--- config.mk ---
export PLATFORM = sky130hd
export DESIGN_NAME = adc_serial_front
export DESIGN_NICKNAME = d
export VERILOG_FILES = /design/src/rtl/adc_sif_pkg.sv /design/src/rtl/sif_sync.sv /design/src/rtl/sif_cmd_frame.sv /design/src/rtl/sif_conv_model.sv /design/src/rtl/sif_result_ser.sv /design/src/rtl/adc_serial_front.sv
export SDC_FILE = /design/constraint.sdc
export NUM_CORES = 1
export LEC_CHECK = 0
export CORE_ASPECT_RATIO = 1.1
export CORE_MARGIN = 2
export CORE_UTILIZATION = 45
export CTS_BUF_LIST = sky130_fd_sc_hd__clkbuf_2
export DETAILED_ROUTE_END_ITERATION = 6
export DONT_BUFFER_PORTS = 1
export PLACE_DENSITY = 0.68
export SETUP_SLACK_MARGIN = 0.15
export SYNTH_ARGS = -nofsm -noshare
export SYNTH_HDL_FRONTEND = slang
export SYNTH_HIERARCHICAL = 1
export SYNTH_SLANG_ARGS = --single-unit
--- constraint.sdc ---
create_clock -name clk -period 2.82 [get_ports clk]
set_clock_uncertainty 0.2 [all_clocks]
set_input_delay 0.423 -clock clk [delete_from_list [all_inputs] [get_ports clk]]
set_output_delay 0.423 -clock clk [all_outputs]
set_load 0.02 [all_outputs]
--- src/rtl/adc_sif_pkg.sv ---
package adc_sif_pkg;

   typedef struct packed {
      logic       single;
      logic       odd;
      logic [1:0] sel;
      logic       unipolar;
      logic       msb_first;
      logic [1:0] wlen;
   } cmd_t;

   localparam int CMD_W = $bits(cmd_t);

   localparam logic [1:0] WL_FULL = 2'b01;
   localparam logic [1:0] WL_PAD  = 2'b11;

   localparam cmd_t CMD_RST = '{single: 1'b0, odd: 1'b0, sel: 2'b00,
                                unipolar: 1'b1, msb_first: 1'b1, wlen: WL_FULL};

endpackage

--- src/rtl/sif_sync.sv ---
module sif_sync #(
   parameter int             W      = 1,
   parameter int             STAGES = 2,
   parameter logic [W-1:0]   INIT   = '0
) (
   input  logic         clk,
   input  logic         rst_n,
   input  logic [W-1:0] d,
   output logic [W-1:0] q
);
   logic [W-1:0] stg [STAGES];

   always_ff @(posedge clk or negedge rst_n) begin
      if (!rst_n) stg[0] <= INIT;
      else        stg[0] <= d;
   end

   generate
      for (genvar g = 1; g < STAGES; g++) begin : g_stage
         always_ff @(posedge clk or negedge rst_n) begin
            if (!rst_n) stg[g] <= INIT;
            else        stg[g] <= stg[g-1];
         end
      end
   endgenerate

   assign q = stg[STAGES-1];
endmodule

--- src/rtl/sif_cmd_frame.sv ---
module sif_cmd_frame
   import adc_sif_pkg::*;
(
   input  logic clk,
   input  logic rst_n,
   input  logic cs_fall,
   input  logic cs_rise,
   input  logic sck_rise,
   input  logic sdi,
   input  logic busy,
   output logic active,
   output logic start,
   output cmd_t cmd
);
   localparam int CNT_W = $clog2(CMD_W + 1);

   logic [CNT_W-1:0] cnt;
   logic [CMD_W-1:0] shreg;

   always_ff @(posedge clk or negedge rst_n) begin
      if (!rst_n) begin
         active <= 1'b0;
         cnt    <= '0;
         shreg  <= '0;
         start  <= 1'b0;
         cmd    <= CMD_RST;
      end else begin
         start <= 1'b0;
         if (cs_fall) begin
            active <= 1'b1;
            cnt    <= '0;
         end else if (active) begin
            if (cs_rise) begin
               active <= 1'b0;
               if (cnt == CNT_W'(CMD_W) && !busy) begin
                  start <= 1'b1;
                  cmd   <= cmd_t'(shreg);
               end
            end else if (sck_rise && cnt < CNT_W'(CMD_W)) begin
               shreg <= {shreg[CMD_W-2:0], sdi};
               cnt   <= cnt + 1'b1;
            end
         end
      end
   end

   assert_bitcnt_R3: assert property (@(posedge clk) disable iff (!rst_n)
      cnt <= CNT_W'(CMD_W));

   assert_start_idle_R10: assert property (@(posedge clk) disable iff (!rst_n)
      start |-> !$past(busy));

   assert_start_pulse_R4: assert property (@(posedge clk) disable iff (!rst_n)
      start |=> !start);
endmodule

--- src/rtl/sif_conv_model.sv ---
module sif_conv_model #(
   parameter int RES_W       = 12,
   parameter int CONV_CYCLES = 40
) (
   input  logic             clk,
   input  logic             rst_n,
   input  logic             start,
   input  logic [RES_W-1:0] sample,
   output logic             busy,
   output logic             done,
   output logic [RES_W-1:0] data
);
   localparam int CNT_W = $clog2(CONV_CYCLES + 1);

   logic [CNT_W-1:0] cnt;

   always_ff @(posedge clk or negedge rst_n) begin
      if (!rst_n) begin
         busy <= 1'b0;
         done <= 1'b0;
         cnt  <= '0;
         data <= '0;
      end else begin
         done <= 1'b0;
         if (start && !busy) begin
            busy <= 1'b1;
            cnt  <= CNT_W'(CONV_CYCLES - 1);
         end else if (busy) begin
            if (cnt == '0) begin
               busy <= 1'b0;
               done <= 1'b1;
               data <= sample;
            end else begin
               cnt <= cnt - 1'b1;
            end
         end
      end
   end

   assert_start_busy_R4: assert property (@(posedge clk) disable iff (!rst_n)
      start |=> busy);

   assert_done_after_busy_R6: assert property (@(posedge clk) disable iff (!rst_n)
      done |-> $past(busy));
endmodule

--- src/rtl/sif_result_ser.sv ---
module sif_result_ser #(
   parameter int RES_W   = 12,
   parameter int OUT_W   = 16,
   parameter int SHORT_W = 8
) (
   input  logic             clk,
   input  logic             rst_n,
   input  logic             done,
   input  logic [RES_W-1:0] raw,
   input  logic             unipolar,
   input  logic             msb_first,
   input  logic [1:0]       wlen,
   input  logic             load,
   input  logic             shift,
   input  logic             active,
   output logic             sdo
);
   import adc_sif_pkg::*;

   localparam int PAD_W  = OUT_W - RES_W;
   localparam int SPAD_W = OUT_W - SHORT_W;

   logic [RES_W-1:0] raw_q;
   logic             uni_q, msbf_q;
   logic [1:0]       wl_q;
   logic [RES_W-1:0] code;
   logic [OUT_W-1:0] rj, ma, rj_rev, sr;

   always_ff @(posedge clk or negedge rst_n) begin
      if (!rst_n) begin
         raw_q  <= '0;
         uni_q  <= CMD_RST.unipolar;
         msbf_q <= CMD_RST.msb_first;
         wl_q   <= CMD_RST.wlen;
      end else if (done) begin
         raw_q  <= raw;
         uni_q  <= unipolar;
         msbf_q <= msb_first;
         wl_q   <= wlen;
      end
   end

   assign code = uni_q ? raw_q : {~raw_q[RES_W-1], raw_q[RES_W-2:0]};

   always_comb begin
      case (wl_q)
         WL_FULL: begin
            rj = {{PAD_W{1'b0}}, code};
            ma = {code, {PAD_W{1'b0}}};
         end
         WL_PAD: begin
            rj = {code, {PAD_W{1'b0}}};
            ma = {code, {PAD_W{1'b0}}};
         end
         default: begin
            rj = {{SPAD_W{1'b0}}, code[RES_W-1 -: SHORT_W]};
            ma = {code[RES_W-1 -: SHORT_W], {SPAD_W{1'b0}}};
         end
      endcase
   end

   generate
      for (genvar g = 0; g < OUT_W; g++) begin : g_rev
         assign rj_rev[g] = rj[OUT_W-1-g];
      end
   endgenerate

   always_ff @(posedge clk or negedge rst_n) begin
      if (!rst_n)      sr <= '0;
      else if (load)   sr <= msbf_q ? ma : rj_rev;
      else if (shift)  sr <= {sr[OUT_W-2:0], 1'b0};
   end

   assign sdo = active & sr[OUT_W-1];
endmodule

--- src/rtl/adc_serial_front.sv ---
module adc_serial_front
   import adc_sif_pkg::*;
#(
   parameter int RES_W       = 12,
   parameter int OUT_W       = 16,
   parameter int SHORT_W     = 8,
   parameter int SYNC_STAGES = 2,
   parameter int CONV_CYCLES = 40
) (
   input  logic             clk,
   input  logic             rst_n,
   input  logic             cs_n,
   input  logic             sck,
   input  logic             sdi,
   output logic             sdo,
   input  logic [RES_W-1:0] sample_code,
   output logic             conv_start,
   output logic             conv_busy,
   output logic             chan_single,
   output logic             chan_odd,
   output logic [1:0]       chan_sel,
   output logic             bipolar
);
   generate
      if (SHORT_W > RES_W || OUT_W <= RES_W) begin : g_bad_width
         $error("adc_serial_front: need SHORT_W <= RES_W < OUT_W");
      end
      if (SYNC_STAGES < 2) begin : g_bad_sync
         $error("adc_serial_front: SYNC_STAGES must be at least 2");
      end
      if (CONV_CYCLES < 1) begin : g_bad_conv
         $error("adc_serial_front: CONV_CYCLES must be at least 1");
      end
   endgenerate

   logic [2:0] pins_q;
   logic       cs_q, sck_q, sdi_q, cs_prev, sck_prev;
   logic       cs_fall, cs_rise, sck_rise, sck_fall;
   logic       active, done;
   logic [RES_W-1:0] conv_data;
   cmd_t       cmd;

   sif_sync #(.W(3), .STAGES(SYNC_STAGES), .INIT(3'b001)) u_sync (
      .clk(clk), .rst_n(rst_n), .d({sdi, sck, cs_n}), .q(pins_q));

   assign cs_q  = pins_q[0];
   assign sck_q = pins_q[1];
   assign sdi_q = pins_q[2];

   always_ff @(posedge clk or negedge rst_n) begin
      if (!rst_n) begin
         cs_prev  <= 1'b1;
         sck_prev <= 1'b0;
      end else begin
         cs_prev  <= cs_q;
         sck_prev <= sck_q;
      end
   end

   assign cs_fall  = cs_prev & ~cs_q;
   assign cs_rise  = ~cs_prev & cs_q;
   assign sck_rise = ~sck_prev & sck_q;
   assign sck_fall = sck_prev & ~sck_q;

   sif_cmd_frame u_frame (
      .clk(clk), .rst_n(rst_n), .cs_fall(cs_fall), .cs_rise(cs_rise),
      .sck_rise(sck_rise), .sdi(sdi_q), .busy(conv_busy),
      .active(active), .start(conv_start), .cmd(cmd));

   sif_conv_model #(.RES_W(RES_W), .CONV_CYCLES(CONV_CYCLES)) u_conv (
      .clk(clk), .rst_n(rst_n), .start(conv_start), .sample(sample_code),
      .busy(conv_busy), .done(done), .data(conv_data));

   sif_result_ser #(.RES_W(RES_W), .OUT_W(OUT_W), .SHORT_W(SHORT_W)) u_ser (
      .clk(clk), .rst_n(rst_n), .done(done), .raw(conv_data),
      .unipolar(cmd.unipolar), .msb_first(cmd.msb_first), .wlen(cmd.wlen),
      .load(cs_fall), .shift(sck_fall & active), .active(active), .sdo(sdo));

   assign chan_single = cmd.single;
   assign chan_odd    = cmd.odd;
   assign chan_sel    = cmd.sel;
   assign bipolar     = ~cmd.unipolar;

   assert_cfg_hold_R10: assert property (@(posedge clk) disable iff (!rst_n)
      (conv_busy && $past(conv_busy)) |-> $stable(cmd));
endmodule

==> impl_metrics.toml <==
[status]
status = "finished, final reports clean"

[clock_network]
clock_path_buffers = 2
root_buffer = "clkbuf_2"
clock-sinks = 82
insertion_delay_ps = 530
numCtsBuffers = 9
post_cts_buffers = 0
cts_tree = "yes"
cts_hold_buf = 17
cts_resized = 0
clk_pin_slew_worst_paths_ps = 240
htree_levels = 3

[critical_path]
end_kind = "flop"
max_stage_delay_ps = 570
r2r_cells = 4
critical_path_class = "flop to flop"
path_buf_inv = 0
crit_path_cell_trace = "and2b_2, nor4bb_1, and2b_1, mux2_2"
critPathRequiredTime_ps = 3060
reg2reg_to = "u_frame/shreg[2]"
rrSetupSlack_ps = 640
crit_path_top_delay_cell = "dfstp_2"
cp_data_arrival_time_ps = 2430
crit_path_start = "cs_prev"
rr_startpoint = "cs_prev"
cp_top_family = "simple AND/OR/NAND/NOR gates"
cp-start-kind = "flop"
path_max_fanout = 8

[detailed_routing]
first_pass_iters = 4
drc = 0
wirelength_um = 6460
initialDrtViolationCount = 248
routedWlPerCell_um = 15.0
viasPerCell = 5.33
num_vias = 2292
ant_nets = 0

[yosys]
synth_top_cell_by_area = "dfrtp_1"
syn_inst = 303
synth_warnings = 6
syn-num-nets = 324
syn-cell-area_sq_um = 3830
ys_seq_area_frac = 0.538
synth_flop_cell = "dfrtp_1"
async_reset_ff_frac = 1.00
yosys_register_bits = 82
netlist-cell-type-count = 54
syn_avg_cell_area_sq_um = 12.6
synth_edf_count = 0
synthTopCellsByArea = "dfrtp_1 (48%), mux2_2 (7.9%), dfstp_2 (6.2%)"
synth_top_area_share = 0.477

[floorplanning]
rows = 35
pin_count = 25
die_w_um = 92.0
start_util = 0.461
dieHeight_um = 101
core_area_sq_um = 8320
die-area_sq_um = 9270

[pwr]
power_density_nw_per_um2 = 518
p_leak_uw = 0.00187
irDropWorstVdd_mv = 0.438

[job]
cap_viol_max_count = 0

[timing]
finalCriticalPeriod_ps = 2180
drv_slew = 0
max_freq_ghz = 0.458
hold_viol_final = 0
setup_violations = 0
fin_crit_sh = 0.774
relSlewSlack = 0.515
max_slew.worst_pin.slew_ps = 728
grt_setup_unrepaired = "no"
tns_ps = 0

[place]
dp.cells = 397
io_buffers = 0
gp_congestion = 0.836
dp.final_hpwl_um = 4150

[hold_path]
holdCritStartpoint = "u_sync/stg[3]"
holdPathStages = 0
min_path_type = "flop to flop"
worstHoldEndpoint = "u_sync/q[0]"

[cells_and_area]
drive_gt1_frac = 0.245
layoutNonFillerInstCount = 430
final_nets = 335
fillCellCount = 753
antenna_cells = 0
syn_to_final_growth_pct = 7.44

[global_route]
grt_pass1_wl_um = 11000
grt_max_degree = 83
grt_pass1_vias = 2209
gr-total-overflow = 0
grt.total_usage = 0.152
antenna_found_initial = 0
[per-layer routing]
metal  part of all wire  vias up  GRT usage
met5                  0        -          0
met3              0.023        8     0.0337
met1               0.50     1150      0.220
met4              0.016        0     0.0654
met2               0.46       34      0.222
li1                   -     1100          -
[cells in the final DEF, fill, tap and decap left out, types with 10 or more instances in the layout]
master,n
nor2_1,10
inv_1,15
nand2_1,18
o22ai_1,10
mux2i_1,16
dfrtp_1,73
dlygate4sd3_1,16
o21ai_0,13
mux2_4,12
mux2_2,27
[synth_stat cells (2+ instances only)]
master    count
inv_1        15
dfstp_2       9
a21o_1        2
o31a_1        3
nor3b_4       2
buf_6         6
a211oi_1      5
ha_1          4
nand3b_1      3
nor2_1       10
o211ai_1      2
buf_2         3
clkbuf_8      2
and2b_2       3
dfrtp_1      73
mux2i_1      16
mux2_2       27
o21ai_0      13
a221oi_1      4
nor3_1        5
a21oi_1       5
nand2_1      18
nor2b_1       8
o22ai_1      10
a221o_1       3
buf_4         7
nand2b_1      5
mux2_4       12
xnor2_1       2
and2_1        2
[stage by stage]
stage / hold WS [ps] / worst slack (ps) / util / cell area (sq um) / power, uW
after CTS: 163 / 639 / 0.495 / 4120 / 2160
after detailed placement: -70.8 / 677 / 0.458 / 3810 / 1470
after floorplan: -72.6 / 784 / - / 3830 / 1440
final: 175 / 637 / 0.495 / 4120 / 2130
after global routing: 153 / 532 / 0.495 / 4120 / 2240
after global placement: -70.8 / 721 / 0.458 / 3810 / 1460
[power breakdown]
group          switching [uW]  internal [uW]  total, uW
logic                    78.3            100        179
clock network             429            213        641
registers                54.5           1260       1310
[worst reg2reg max path, delay by kind of cell, from the launching register on]
kind	cells	cell delay, ps
flip-flops	1	570
multiplexers	1	370
AND/OR/NAND/NOR	3	960
[sequential cells by signal (all words and copies together), names as in the netlist]
signal and count:
u_ser/raw_q 12, u_frame/shreg 8, u_sync/q 3, u_conv/done 1, u_conv/data 12, u_conv/cnt 6
u_frame/cmd 8, u_ser/sr 16, u_ser/msbf_q 1, u_sync/stg 3, u_frame/cnt 4, u_frame/start 1
cs_prev 1, u_conv/busy 1, u_ser/wl_q 2, u_ser/uni_q 1, u_frame/active 1, sck_prev 1
[cell families after synthesis]
kind of cell,after synthesis,synth area share
AOI/OAI and AO/OA,55,0.0989
buffers and inverters,36,0.0643
xor gates and xnor gates,2,0.00457
adders and majority gates,4,0.0131
muxes,56,0.171
DFF,82,0.538
and+or+nand+nor,68,0.110
[layout make-up]
cell class | instances | area, sq um | area share
Clock inverter | 7 | 77.6 | 0.0188
Multi-Input combinational cell | 185 | 1520 | 0.370
Timing Repair Buffer | 20 | 210 | 0.0510
Sequential cell | 82 | 2060 | 0.501
Clock buffer | 9 | 45.0 | 0.0109
Tap cell | 111 | 139 | 0.0337
Inverter | 16 | 60.1 | 0.0146
[worst max-delay path by stage]
stage	depth (start not counted)	slack, ps	to
6_report	4	640	u_frame/shreg[2]
5_1_grt	4	530	u_frame/shreg[2]
4_1_cts	4	640	u_frame/shreg[2]
3_5_place_dp	4	680	u_frame/shreg[5]
3_3_place_gp	4	720	u_frame/shreg[3]
2_1_floorplan	6	780	u_frame/shreg[1]
(Power assumes the default switching activity.)
